===== config.mk =====
export PLATFORM = sky130hd
export DESIGN_NAME = i2s_rx_channel
export DESIGN_NICKNAME = d
export VERILOG_FILES = /design/src/rtl/i2s_rx_pkg.sv /design/src/rtl/i2s_rx_deser.sv /design/src/rtl/i2s_rx_fifo.sv /design/src/rtl/i2s_rx_channel.sv
export SDC_FILE = /design/constraint.sdc
export NUM_CORES = 1
export LEC_CHECK = 0
export BUFFER_PORTS_ARGS = -buffer_cell sky130_fd_sc_hd__buf_2
export CORE_UTILIZATION = 30
export CTS_CLUSTER_SIZE = 40
export DETAILED_ROUTE_END_ITERATION = 12
export GPL_TIMING_DRIVEN = 0
export MAX_ROUTING_LAYER = met4
export PLACE_DENSITY = 0.54
export SLEW_MARGIN = 10
export SYNTH_ARGS = -nofsm -noshare
export SYNTH_HDL_FRONTEND = slang
export SYNTH_SLANG_ARGS = --single-unit

===== constraint.sdc =====
create_clock -name clk -period 5.5 [get_ports clk]
set_clock_uncertainty 0.1 [all_clocks]
set_input_delay 0.55 -clock clk [delete_from_list [all_inputs] [get_ports clk]]
set_output_delay 0.55 -clock clk [all_outputs]
set_load 0.02 [all_outputs]

===== src/rtl/i2s_rx_pkg.sv =====
package i2s_rx_pkg;

    localparam int unsigned SAMPLE_W = 32;
    localparam int unsigned BITCNT_W = $clog2(SAMPLE_W + 1);

    // Maps the 3-bit length code to a bit count; unknown codes mean full width.
    function automatic logic [BITCNT_W-1:0] word_bits(input logic [2:0] code);
        case (code)
            3'd1:    word_bits = BITCNT_W'(12);
            3'd2:    word_bits = BITCNT_W'(16);
            3'd3:    word_bits = BITCNT_W'(20);
            3'd4:    word_bits = BITCNT_W'(24);
            default: word_bits = BITCNT_W'(SAMPLE_W);
        endcase
    endfunction

endpackage


===== src/rtl/i2s_rx_deser.sv =====
module i2s_rx_deser
    import i2s_rx_pkg::*;
(
    input  logic                clk,
    input  logic                rst_n,
    input  logic                bit_stb,
    input  logic                ws_i,
    input  logic                sd_i,
    input  logic                active,
    input  logic [2:0]          len_sel,
    output logic                push_o,
    output logic [SAMPLE_W-1:0] left_o,
    output logic [SAMPLE_W-1:0] right_o
);

    typedef struct packed {
        logic                ws_now;
        logic                ws_old;
        logic                armed;
        logic                pair_open;
        logic [BITCNT_W-1:0] cnt;
        logic [SAMPLE_W-1:0] shreg;
        logic [SAMPLE_W-1:0] left_hold;
        logic                push;
        logic [SAMPLE_W-1:0] out_l;
        logic [SAMPLE_W-1:0] out_r;
    } deser_t;

    deser_t st_d, st_q;
    logic [BITCNT_W-1:0] len_bits;
    logic                edge_start;

    assign len_bits   = word_bits(len_sel);
    assign edge_start = (st_q.ws_now != st_q.ws_old);

    always_comb begin
        st_d      = st_q;
        st_d.push = 1'b0;
        if (bit_stb) begin
            st_d.ws_now = ws_i;
            st_d.ws_old = st_q.ws_now;
            if (edge_start) begin
                if (!st_q.ws_now) begin
                    if (st_q.armed && st_q.pair_open) begin
                        st_d.push  = 1'b1;
                        st_d.out_l = st_q.left_hold;
                        st_d.out_r = st_q.shreg;
                    end
                    st_d.pair_open = 1'b0;
                    st_d.armed     = active;
                end else if (st_q.armed) begin
                    st_d.left_hold = st_q.shreg;
                    st_d.pair_open = 1'b1;
                end
                st_d.shreg = {{(SAMPLE_W-1){1'b0}}, sd_i};
                st_d.cnt   = BITCNT_W'(1);
            end else if (st_q.cnt < len_bits) begin
                st_d.shreg = {st_q.shreg[SAMPLE_W-2:0], sd_i};
                st_d.cnt   = BITCNT_W'(st_q.cnt + BITCNT_W'(1));
            end
        end
        if (!active) begin
            st_d.armed     = 1'b0;
            st_d.pair_open = 1'b0;
        end
    end

    always_ff @(posedge clk or negedge rst_n) begin
        if (!rst_n) st_q <= '0;
        else        st_q <= st_d;
    end

    assign push_o  = st_q.push;
    assign left_o  = st_q.out_l;
    assign right_o = st_q.out_r;


    single_push_chk: assert property (@(posedge clk) disable iff (!rst_n)
        push_o |=> !push_o);


    cnt_range_chk: assert property (@(posedge clk) disable iff (!rst_n)
        st_q.cnt <= BITCNT_W'(SAMPLE_W));

endmodule


===== src/rtl/i2s_rx_fifo.sv =====
module i2s_rx_fifo #(
    parameter int unsigned DATA_W = 32,
    parameter int unsigned DEPTH  = 16,
    localparam int unsigned AW    = (DEPTH > 1) ? $clog2(DEPTH) : 1,
    localparam int unsigned CW    = $clog2(DEPTH + 1)
) (
    input  logic              clk,
    input  logic              rst_n,
    input  logic              clear_i,
    input  logic              push_i,
    input  logic [DATA_W-1:0] push_l,
    input  logic [DATA_W-1:0] push_r,
    input  logic              rd_left,
    input  logic              rd_right,
    output logic [DATA_W-1:0] head_l,
    output logic [DATA_W-1:0] head_r,
    output logic [CW-1:0]     count_o,
    output logic              drop_o
);

    typedef struct packed {
        logic [AW-1:0] wr_ptr;
        logic [AW-1:0] rd_ptr;
        logic [CW-1:0] count;
        logic          left_seen;
    } ctl_t;

    ctl_t ctl_d, ctl_q;
    logic [DATA_W-1:0] mem_l [DEPTH];
    logic [DATA_W-1:0] mem_r [DEPTH];
    logic not_empty, full, pop, wr_ok;

    function automatic logic [AW-1:0] bump(input logic [AW-1:0] p);
        return (p == AW'(DEPTH - 1)) ? '0 : AW'(p + AW'(1));
    endfunction

    assign not_empty = (ctl_q.count != '0);
    assign full      = (ctl_q.count == CW'(DEPTH));
    assign pop       = rd_right && ctl_q.left_seen && not_empty;
    assign wr_ok     = push_i && (!full || pop) && !clear_i;
    assign drop_o    = push_i && full && !pop && !clear_i;

    always_comb begin
        ctl_d = ctl_q;
        if (rd_left && not_empty) ctl_d.left_seen = 1'b1;
        if (pop) begin
            ctl_d.left_seen = 1'b0;
            ctl_d.rd_ptr    = bump(ctl_q.rd_ptr);
        end
        if (wr_ok) ctl_d.wr_ptr = bump(ctl_q.wr_ptr);
        case ({wr_ok, pop})
            2'b10:   ctl_d.count = CW'(ctl_q.count + CW'(1));
            2'b01:   ctl_d.count = CW'(ctl_q.count - CW'(1));
            default: ctl_d.count = ctl_q.count;
        endcase
        if (clear_i) ctl_d = '0;
    end

    always_ff @(posedge clk or negedge rst_n) begin
        if (!rst_n) ctl_q <= '0;
        else        ctl_q <= ctl_d;
    end

    always_ff @(posedge clk) begin
        if (wr_ok) begin
            mem_l[ctl_q.wr_ptr] <= push_l;
            mem_r[ctl_q.wr_ptr] <= push_r;
        end
    end

    assign head_l  = not_empty ? mem_l[ctl_q.rd_ptr] : '0;
    assign head_r  = not_empty ? mem_r[ctl_q.rd_ptr] : '0;
    assign count_o = ctl_q.count;


    no_overflow_chk: assert property (@(posedge clk) disable iff (!rst_n)
        ctl_q.count <= CW'(DEPTH));


    full_keep_chk: assert property (@(posedge clk) disable iff (!rst_n)
        (push_i && full && !rd_right && !clear_i) |=> (ctl_q.count == CW'(DEPTH)));


    clear_empty_chk: assert property (@(posedge clk) disable iff (!rst_n)
        clear_i |=> (ctl_q.count == '0));

endmodule


===== src/rtl/i2s_rx_channel.sv =====
module i2s_rx_channel
    import i2s_rx_pkg::*;
#(
    parameter int unsigned DEPTH  = 16,
    parameter int unsigned TRIG_W = 4,
    localparam int unsigned CW    = $clog2(DEPTH + 1),
    localparam int unsigned CMP_W = (CW > TRIG_W + 1) ? CW : TRIG_W + 1
) (
    input  logic                clk,
    input  logic                rst_n,
    input  logic                bit_stb,
    input  logic                ws_i,
    input  logic                sd_i,
    input  logic                glb_en,
    input  logic                blk_en,
    input  logic                ch_en,
    input  logic [2:0]          len_sel,
    input  logic [TRIG_W-1:0]   trig_lvl,
    input  logic                flush,
    input  logic                rd_left,
    input  logic                rd_right,
    input  logic                ovr_clr,
    input  logic                mask_avail,
    input  logic                mask_ovr,
    output logic [SAMPLE_W-1:0] left_data,
    output logic [SAMPLE_W-1:0] right_data,
    output logic                avail_irq,
    output logic                ovr_irq
);

    typedef struct packed {
        logic ovr;
    } flag_t;

    flag_t flg_d, flg_q;

    logic                active, fifo_clear, push, drop;
    logic [SAMPLE_W-1:0] pair_l, pair_r;
    logic [CW-1:0]       fill;

    assign active     = glb_en && blk_en && ch_en;
    assign fifo_clear = !glb_en || !blk_en || (flush && !active);

    i2s_rx_deser u_deser (
        .clk     (clk),
        .rst_n   (rst_n),
        .bit_stb (bit_stb),
        .ws_i    (ws_i),
        .sd_i    (sd_i),
        .active  (active),
        .len_sel (len_sel),
        .push_o  (push),
        .left_o  (pair_l),
        .right_o (pair_r)
    );

    i2s_rx_fifo #(
        .DATA_W (SAMPLE_W),
        .DEPTH  (DEPTH)
    ) u_fifo (
        .clk      (clk),
        .rst_n    (rst_n),
        .clear_i  (fifo_clear),
        .push_i   (push),
        .push_l   (pair_l),
        .push_r   (pair_r),
        .rd_left  (rd_left),
        .rd_right (rd_right),
        .head_l   (left_data),
        .head_r   (right_data),
        .count_o  (fill),
        .drop_o   (drop)
    );

    always_comb begin
        flg_d     = flg_q;
        flg_d.ovr = (flg_q.ovr && !ovr_clr) || drop;
    end

    always_ff @(posedge clk or negedge rst_n) begin
        if (!rst_n) flg_q <= '0;
        else        flg_q <= flg_d;
    end

    assign avail_irq = !mask_avail &&
        (CMP_W'(fill) >= CMP_W'(trig_lvl) + CMP_W'(1));
    assign ovr_irq   = flg_q.ovr && !mask_ovr;


    ovr_set_chk: assert property (@(posedge clk) disable iff (!rst_n)
        drop |=> flg_q.ovr);


    ovr_clear_chk: assert property (@(posedge clk) disable iff (!rst_n)
        (ovr_clr && !drop) |=> !flg_q.ovr);

endmodule


# Word level (Yosys, flattened, before mapping)
# Memories as Yosys holds them, arrays and structs flattened.
# Cells that the tools add are included.
op_classes:
  n_addsub: 6
  n_lt_le_gt_ge: 2
  n_eq_ne: 14
  mux: 26
  bitwise_logic: 1
  reduce_logical: 39
ops:
  columns: ["operator", "count"]
  rows:
  - ["2-to-1 mux 137 bit", 1]
  - ["2-to-1 mux 65 bit", 2]
  - ["2-to-1 mux 32 bit", 4]
  - ["2-to-1 mux 97 bit", 1]
  - ["2-to-1 mux 38 bit", 2]
  - ["case mux 6 bit (4 select lines)", 1]
  - ["2-to-1 mux 4 bit", 4]
  - ["logical AND 1 bit", 15]
  - ["2-to-1 mux 14 bit", 1]
  - ["case mux 5 bit (2 select lines)", 1]
  - ["zero test 1 bit", 9]
  - ["adder 4 x 1 -> 4 bit, second input constant", 2]
  - ["equality test 4 bit, second input constant", 2]
  - ["AND reduction 4 bit", 2]
  - ["2-to-1 mux 1 bit", 7]
  - ["adder 6 x 1 -> 6 bit, second input constant", 1]
  - ["equality test 3 x 2 -> 1 bit, second input constant", 2]
  - ["< comparator 6 bit", 1]
  - ["!= test 2 bit, second input constant", 3]
  - ["AND reduction 3 bit", 2]
  - ["nonzero test 2 bit", 3]
  - ["nonzero test 3 bit", 2]
  - ["adder 4 x 1 -> 5 bit, second input constant", 1]
  - ["adder 5 x 1 -> 5 bit, second input constant", 1]
  - ["14 further kinds", 18]
word_totals:
  ff_bits: 154
  ram_bits: 1024
  n_memories: 2
memory_table:
  columns: ["name", "words", "width", "read_ports", "rd_clocked_by_memory_dff", "wr", "line_no", "source"]
  rows:
  - ["u_fifo.mem_l", 16, 32, 1, 0, 1, "i2s_rx_fifo.sv:29", "logic [DATA_W-1:0] mem_l [DEPTH];"]
  - ["u_fifo.mem_r", 16, 32, 1, 0, 1, "i2s_rx_fifo.sv:30", "logic [DATA_W-1:0] mem_r [DEPTH];"]

# Logic depth before layout (Yosys ltp)
logic_depth:
  word_depth: 10
  depth_mapped: 11
  mapped_depth_nobuf: 11

# Modules after synthesis
# A second synthesis with hierarchy kept.
hier_totals:
  hier_cells: 2117
  hier_area_um2: 45663.8
modules_own_cells:
  columns: ["mod", "instances", "cells_per_inst", "area_each_um2"]
  rows:
  - ["i2s_rx_fifo", 1, 1690, 39688.1]
  - ["i2s_rx_deser", 1, 400, 5751.8]
  - ["i2s_rx_channel", 1, 27, 224.0]

# Least setup slack after synthesis
# Ideal clock, no wire load.
synth_path:
  path_type: "input port to flip-flop"
  from: "input port glb_en"
  to: "memory u_fifo.mem_l[7][0] (enable)"
  setup_ns: 0.565
  t_arrival_ns: 5.511
  setup_slack_ns: -0.677
  stages: 4
  path_cell_list: "and2_0 -> and2_1 -> nand3_1 -> nor3_1"
synth_via:
  elab_chain_len: 9
  elab_cells_between_ends: 11
  cone_classes: "mux (2); reduce/logical (9)"
synth_lines:
  columns: ["element", "line_no", "source"]
  rows:
  - ["start: declaration", "i2s_rx_channel.sv:14", "input logic glb_en,"]
  - ["logical AND 1 bit (2 in series)", "i2s_rx_channel.sv:41", "assign active = glb_en && blk_en && ch_en;"]
  - ["zero test 1 bit", null, null]
  - ["logical AND 1 bit", "i2s_rx_channel.sv:42", "assign fifo_clear = !glb_en || !blk_en || (flush && !active);"]
  - ["logical OR 1 bit *", "i2s_rx_channel.sv:42", null]
  - ["zero test 1 bit *", "i2s_rx_fifo.sv:40", "assign wr_ok = push_i && (!full || pop) && !clear_i;"]
  - ["logical AND 1 bit *", "i2s_rx_fifo.sv:40", null]
  - ["2-to-1 mux 1 bit *", "i2s_rx_fifo.sv:65", "if (wr_ok) begin"]
  - ["2-to-1 mux 1 bit (not written as such) *", "i2s_rx_fifo.sv:66", "mem_l[ctl_q.wr_ptr] <= push_l;"]
  - ["end: declaration", "i2s_rx_fifo.sv:29", null]
# Every way passes the cells marked *; elsewhere a longest branch is shown, timed or not.

# Final worst setup path
layout_path:
  from: "register u_fifo.ctl_q[7] in the netlist's numbering"
  to: "output port right_data[26]"
layout_via:
  elab_chain_len: 2
layout_lines:
  columns: ["element", "line_no", "source"]
  rows:
  - ["start: declaration", "i2s_rx_fifo.sv:28", "ctl_t ctl_d, ctl_q;"]
  - ["start signal: assignment", "i2s_rx_fifo.sv:61", "else ctl_q <= ctl_d;"]
  - ["memory read (16 x 32 bit)", null, null]
  - ["2-to-1 mux 32 bit", "i2s_rx_fifo.sv:72", "assign head_r = not_empty ? mem_r[ctl_q.rd_ptr] : '0;"]
  - ["end: declaration", "i2s_rx_channel.sv:26", "output logic [SAMPLE_W-1:0] right_data,"]
# No other way between the ends.

==> impl_metrics.env <==
export IMPL_portBuffers=86
export IMPL_grt_pass1_wl_microns=159000
export IMPL_chipWidth_microns=392
export IMPL_die_area_sq_um=153000
export IMPL_yosysSeqAreaShare_pct=76.0
export IMPL_antennaDiodeCount=0
export IMPL_end_kind="output port"
export IMPL_final_common_cell="edfxtp_1"
export IMPL_grt_antenna_before_repair=2
export IMPL_yosys_warnings=0
export IMPL_critPathMaxStageDelay_ns=0.74
export IMPL_clock_path_buffers=3
export IMPL_cp_num_buf_inv=5
export IMPL_p_per_area_nw_per_um2=329
export IMPL_dr_pass1_iters=5
export IMPL_crit_chain="buf_2, buf_2, clkbuf_1, clkbuf_1, a211oi_1, a211oi_1, buf_2"
export IMPL_cp_slowest_cell="clkbuf_1"
export IMPL_max_freq_mhz=205
export IMPL_finish_utilization_pct=35.1
export IMPL_setup_tns_ns=0
export IMPL_synth_cell_type_count=50
export IMPL_overflow=0
export IMPL_drive_gt1_share_pct=29.0
export IMPL_maxCapViolCount=0
export IMPL_crit_top_cell="buf_2"
export IMPL_cp_data_required_time_ns=4.85
export IMPL_clk_latency_ns=0.71
export IMPL_min_period_ns=4.89
export IMPL_hp_class="input pin to flop"
export IMPL_routed_wl_microns=108000
export IMPL_viasPerCell=4.83
export IMPL_finalSetupViolations=0
export IMPL_drt_iter0_markers=1560
export IMPL_synthFlopType="edfxtp_1"
export IMPL_layout_common_cells="edfxtp_1, mux4_2, dfrtp_1"
export IMPL_ant_nets=0
export IMPL_fp_dieH_microns=392
export IMPL_tightestPinTransition_ns=1.14
export IMPL_place_detailed_hpwl_microns=70600
export IMPL_ir_worst_vdd_v=0.000251
export IMPL_cts_max_level=3
export IMPL_status="finished, final reports clean"
export IMPL_drc=0
export IMPL_crit_family="buffers and inverters"
export IMPL_synth_nets=2156
export IMPL_area_growth_pct=15.9
export IMPL_cts_clk_slew_worst_paths_ns=0.06
export IMPL_syn_inst=2119
export IMPL_ys_seq_elements=1178
export IMPL_synth_avg_cell_area_sq_um=21.5
export IMPL_crit_type="flop to output port"
export IMPL_post_cts_resized=0
export IMPL_relSlewSlack_pct=24.2
export IMPL_hold_viol_final=0
export IMPL_routabilityCongestion=0.776
export IMPL_grt_usage_pct=14.7
export IMPL_cts_made_buffers=113
export IMPL_p_leak_nw=16.8
export IMPL_worstSetupStartpointType="flop"
export IMPL_placeableCoreArea_sq_um=150000
export IMPL_pin_count=87
export IMPL_ys_async_sr_fraction_pct=13.1
export IMPL_worst_endpoint_arrival_ns=4.24
export IMPL_critPathMaxFanout=10
export IMPL_cts_sinks=1178
export IMPL_grt_setup_unrepaired="false"
export IMPL_grt_pass1_vias=23200
export IMPL_start_util_pct=30.3
export IMPL_place_ws_ns=1.17
export IMPL_slew_viol_final=0
export IMPL_nets=2385
export IMPL_grt_max_degree=105
export IMPL_post_cts_repair_setup_buffers=0
export IMPL_syn_area_sq_um=45500
export IMPL_wl_per_cell_microns=24.2
export IMPL_vias=21500
export IMPL_num_rows=142
export IMPL_synth_edff_count=1024
export IMPL_period_share_pct=88.9
export IMPL_cts_root_buf="clkbuf_16"
export IMPL_tritoncts="built"
export IMPL_worst_slack_ns=0.612
## stage by stage
stage                     std cells  power (mW)  area, sq um  hold WS, ns
final                          4458        17.4        52800       0.0600
after global routing           4458        17.9        52800       0.0520
after CTS                      4458        17.6        52800      0.00456
after detailed placement       4244        9.97        49100        0.387
after global placement         4221        9.96        48500        0.392
after floorplan                2119        9.89        45500        0.154
## kinds of logic after synthesis
family / synth area share, %
muxes: 16.7
xor gates and xnor gates: 0.250
DFF: 76.0
AOI/OAI and AO/OA: 3.32
and+or+nand+nor: 1.95
adders and majority gates: 0.440
buffers and inverters: 1.35
## worst paths after layout
path | startpoint | endpoint | slack [ns] | cells past startpoint
min in group asynchronous | rst_n | u_deser.st_q[133] | 0.23 | 2
max reg2reg | u_fifo.ctl_q[0] | u_fifo.mem_r[8][8] | 1.90 | 6
max | u_fifo.ctl_q[7] | right_data[26] | 0.61 | 7
max in group asynchronous | rst_n | u_deser.left_o[28] | 4.20 | 3
min | bit_stb | u_deser.st_q[138] | 0.06 | 2
min reg2reg | u_deser.st_q[75] | u_deser.st_q[75] | 0.40 | 1
## report_power, final
| group | switching, mW | internal (mW) | total [mW] |
|---|---|---|---|
| Clock | 3.27 | 4.33 | 7.60 |
| Combinational | 0.0974 | 0.0580 | 0.155 |
| Sequential | 0.0231 | 9.60 | 9.63 |
## state kept, by name, indices dropped and copies added (netlist names)
register	cells
u_deser.right_o	32
u_deser.push_o	1
u_fifo.mem_l	512
u_fifo.mem_r	512
u_deser.left_o	32
u_deser.st_q	74
u_fifo.ctl_q	9
u_fifo.count_o	5
flg_q	1
## area by class of cell
type	instances	area, sq um
buffer	124	586
clock buffer	159	3170
clock inverter	50	480
fill	13900	97500
inverter	9	33.8
multi-input combinational	808	10400
sequential	1178	34600
tap	2016	2520
timing repair buffer	114	1000
## cells in the mapped netlist, types with 6 or more instances
cell / instances / area, sq um
inv_1: 9 / 33.8
and2_1: 12 / 75.1
nand3_1: 9 / 45.0
buf_1: 6 / 22.5
xor2_1: 9 / 78.8
nor2b_1: 66 / 413
buf_4: 9 / 67.6
clkbuf_1: 62 / 233
mux2_2: 101 / 1140
dfrtp_1: 154 / 3850
a21oi_1: 13 / 65.1
nor3_1: 7 / 35.0
and3_1: 9 / 56.3
edfxtp_1: 1024 / 30700
a22o_1: 33 / 289
o21ai_0: 9 / 45.0
a211oi_1: 130 / 976
mux4_2: 256 / 5770
nor2_1: 17 / 63.8
buf_2: 43 / 215
ha_1: 16 / 200
nand2_1: 13 / 48.8
mux2i_1: 65 / 651
## worst register-to-register path, delay by kind of cell, from the launching register on
family | cells | cell delay (ns)
simple gates | 5 | 2.43
flops | 1 | 0.35
buf+inv | 1 | 0.30
## repair_timing
item                                    in CTS  in global routing
endpoints found under the setup margin       0                  0
hold endpoints to repair                    55                  0
hold buffers                                 5                  0
## routing by layer
layer,routed length [microns],global-route usage (%),vias up
li1,-,-,9270
met2,55700,24.9,486
met4,3610,5.60,0
met3,4210,2.16,172
met5,0,-,-
met1,44400,17.7,11600
No activity file was read; power rests on OpenSTA's default activity.
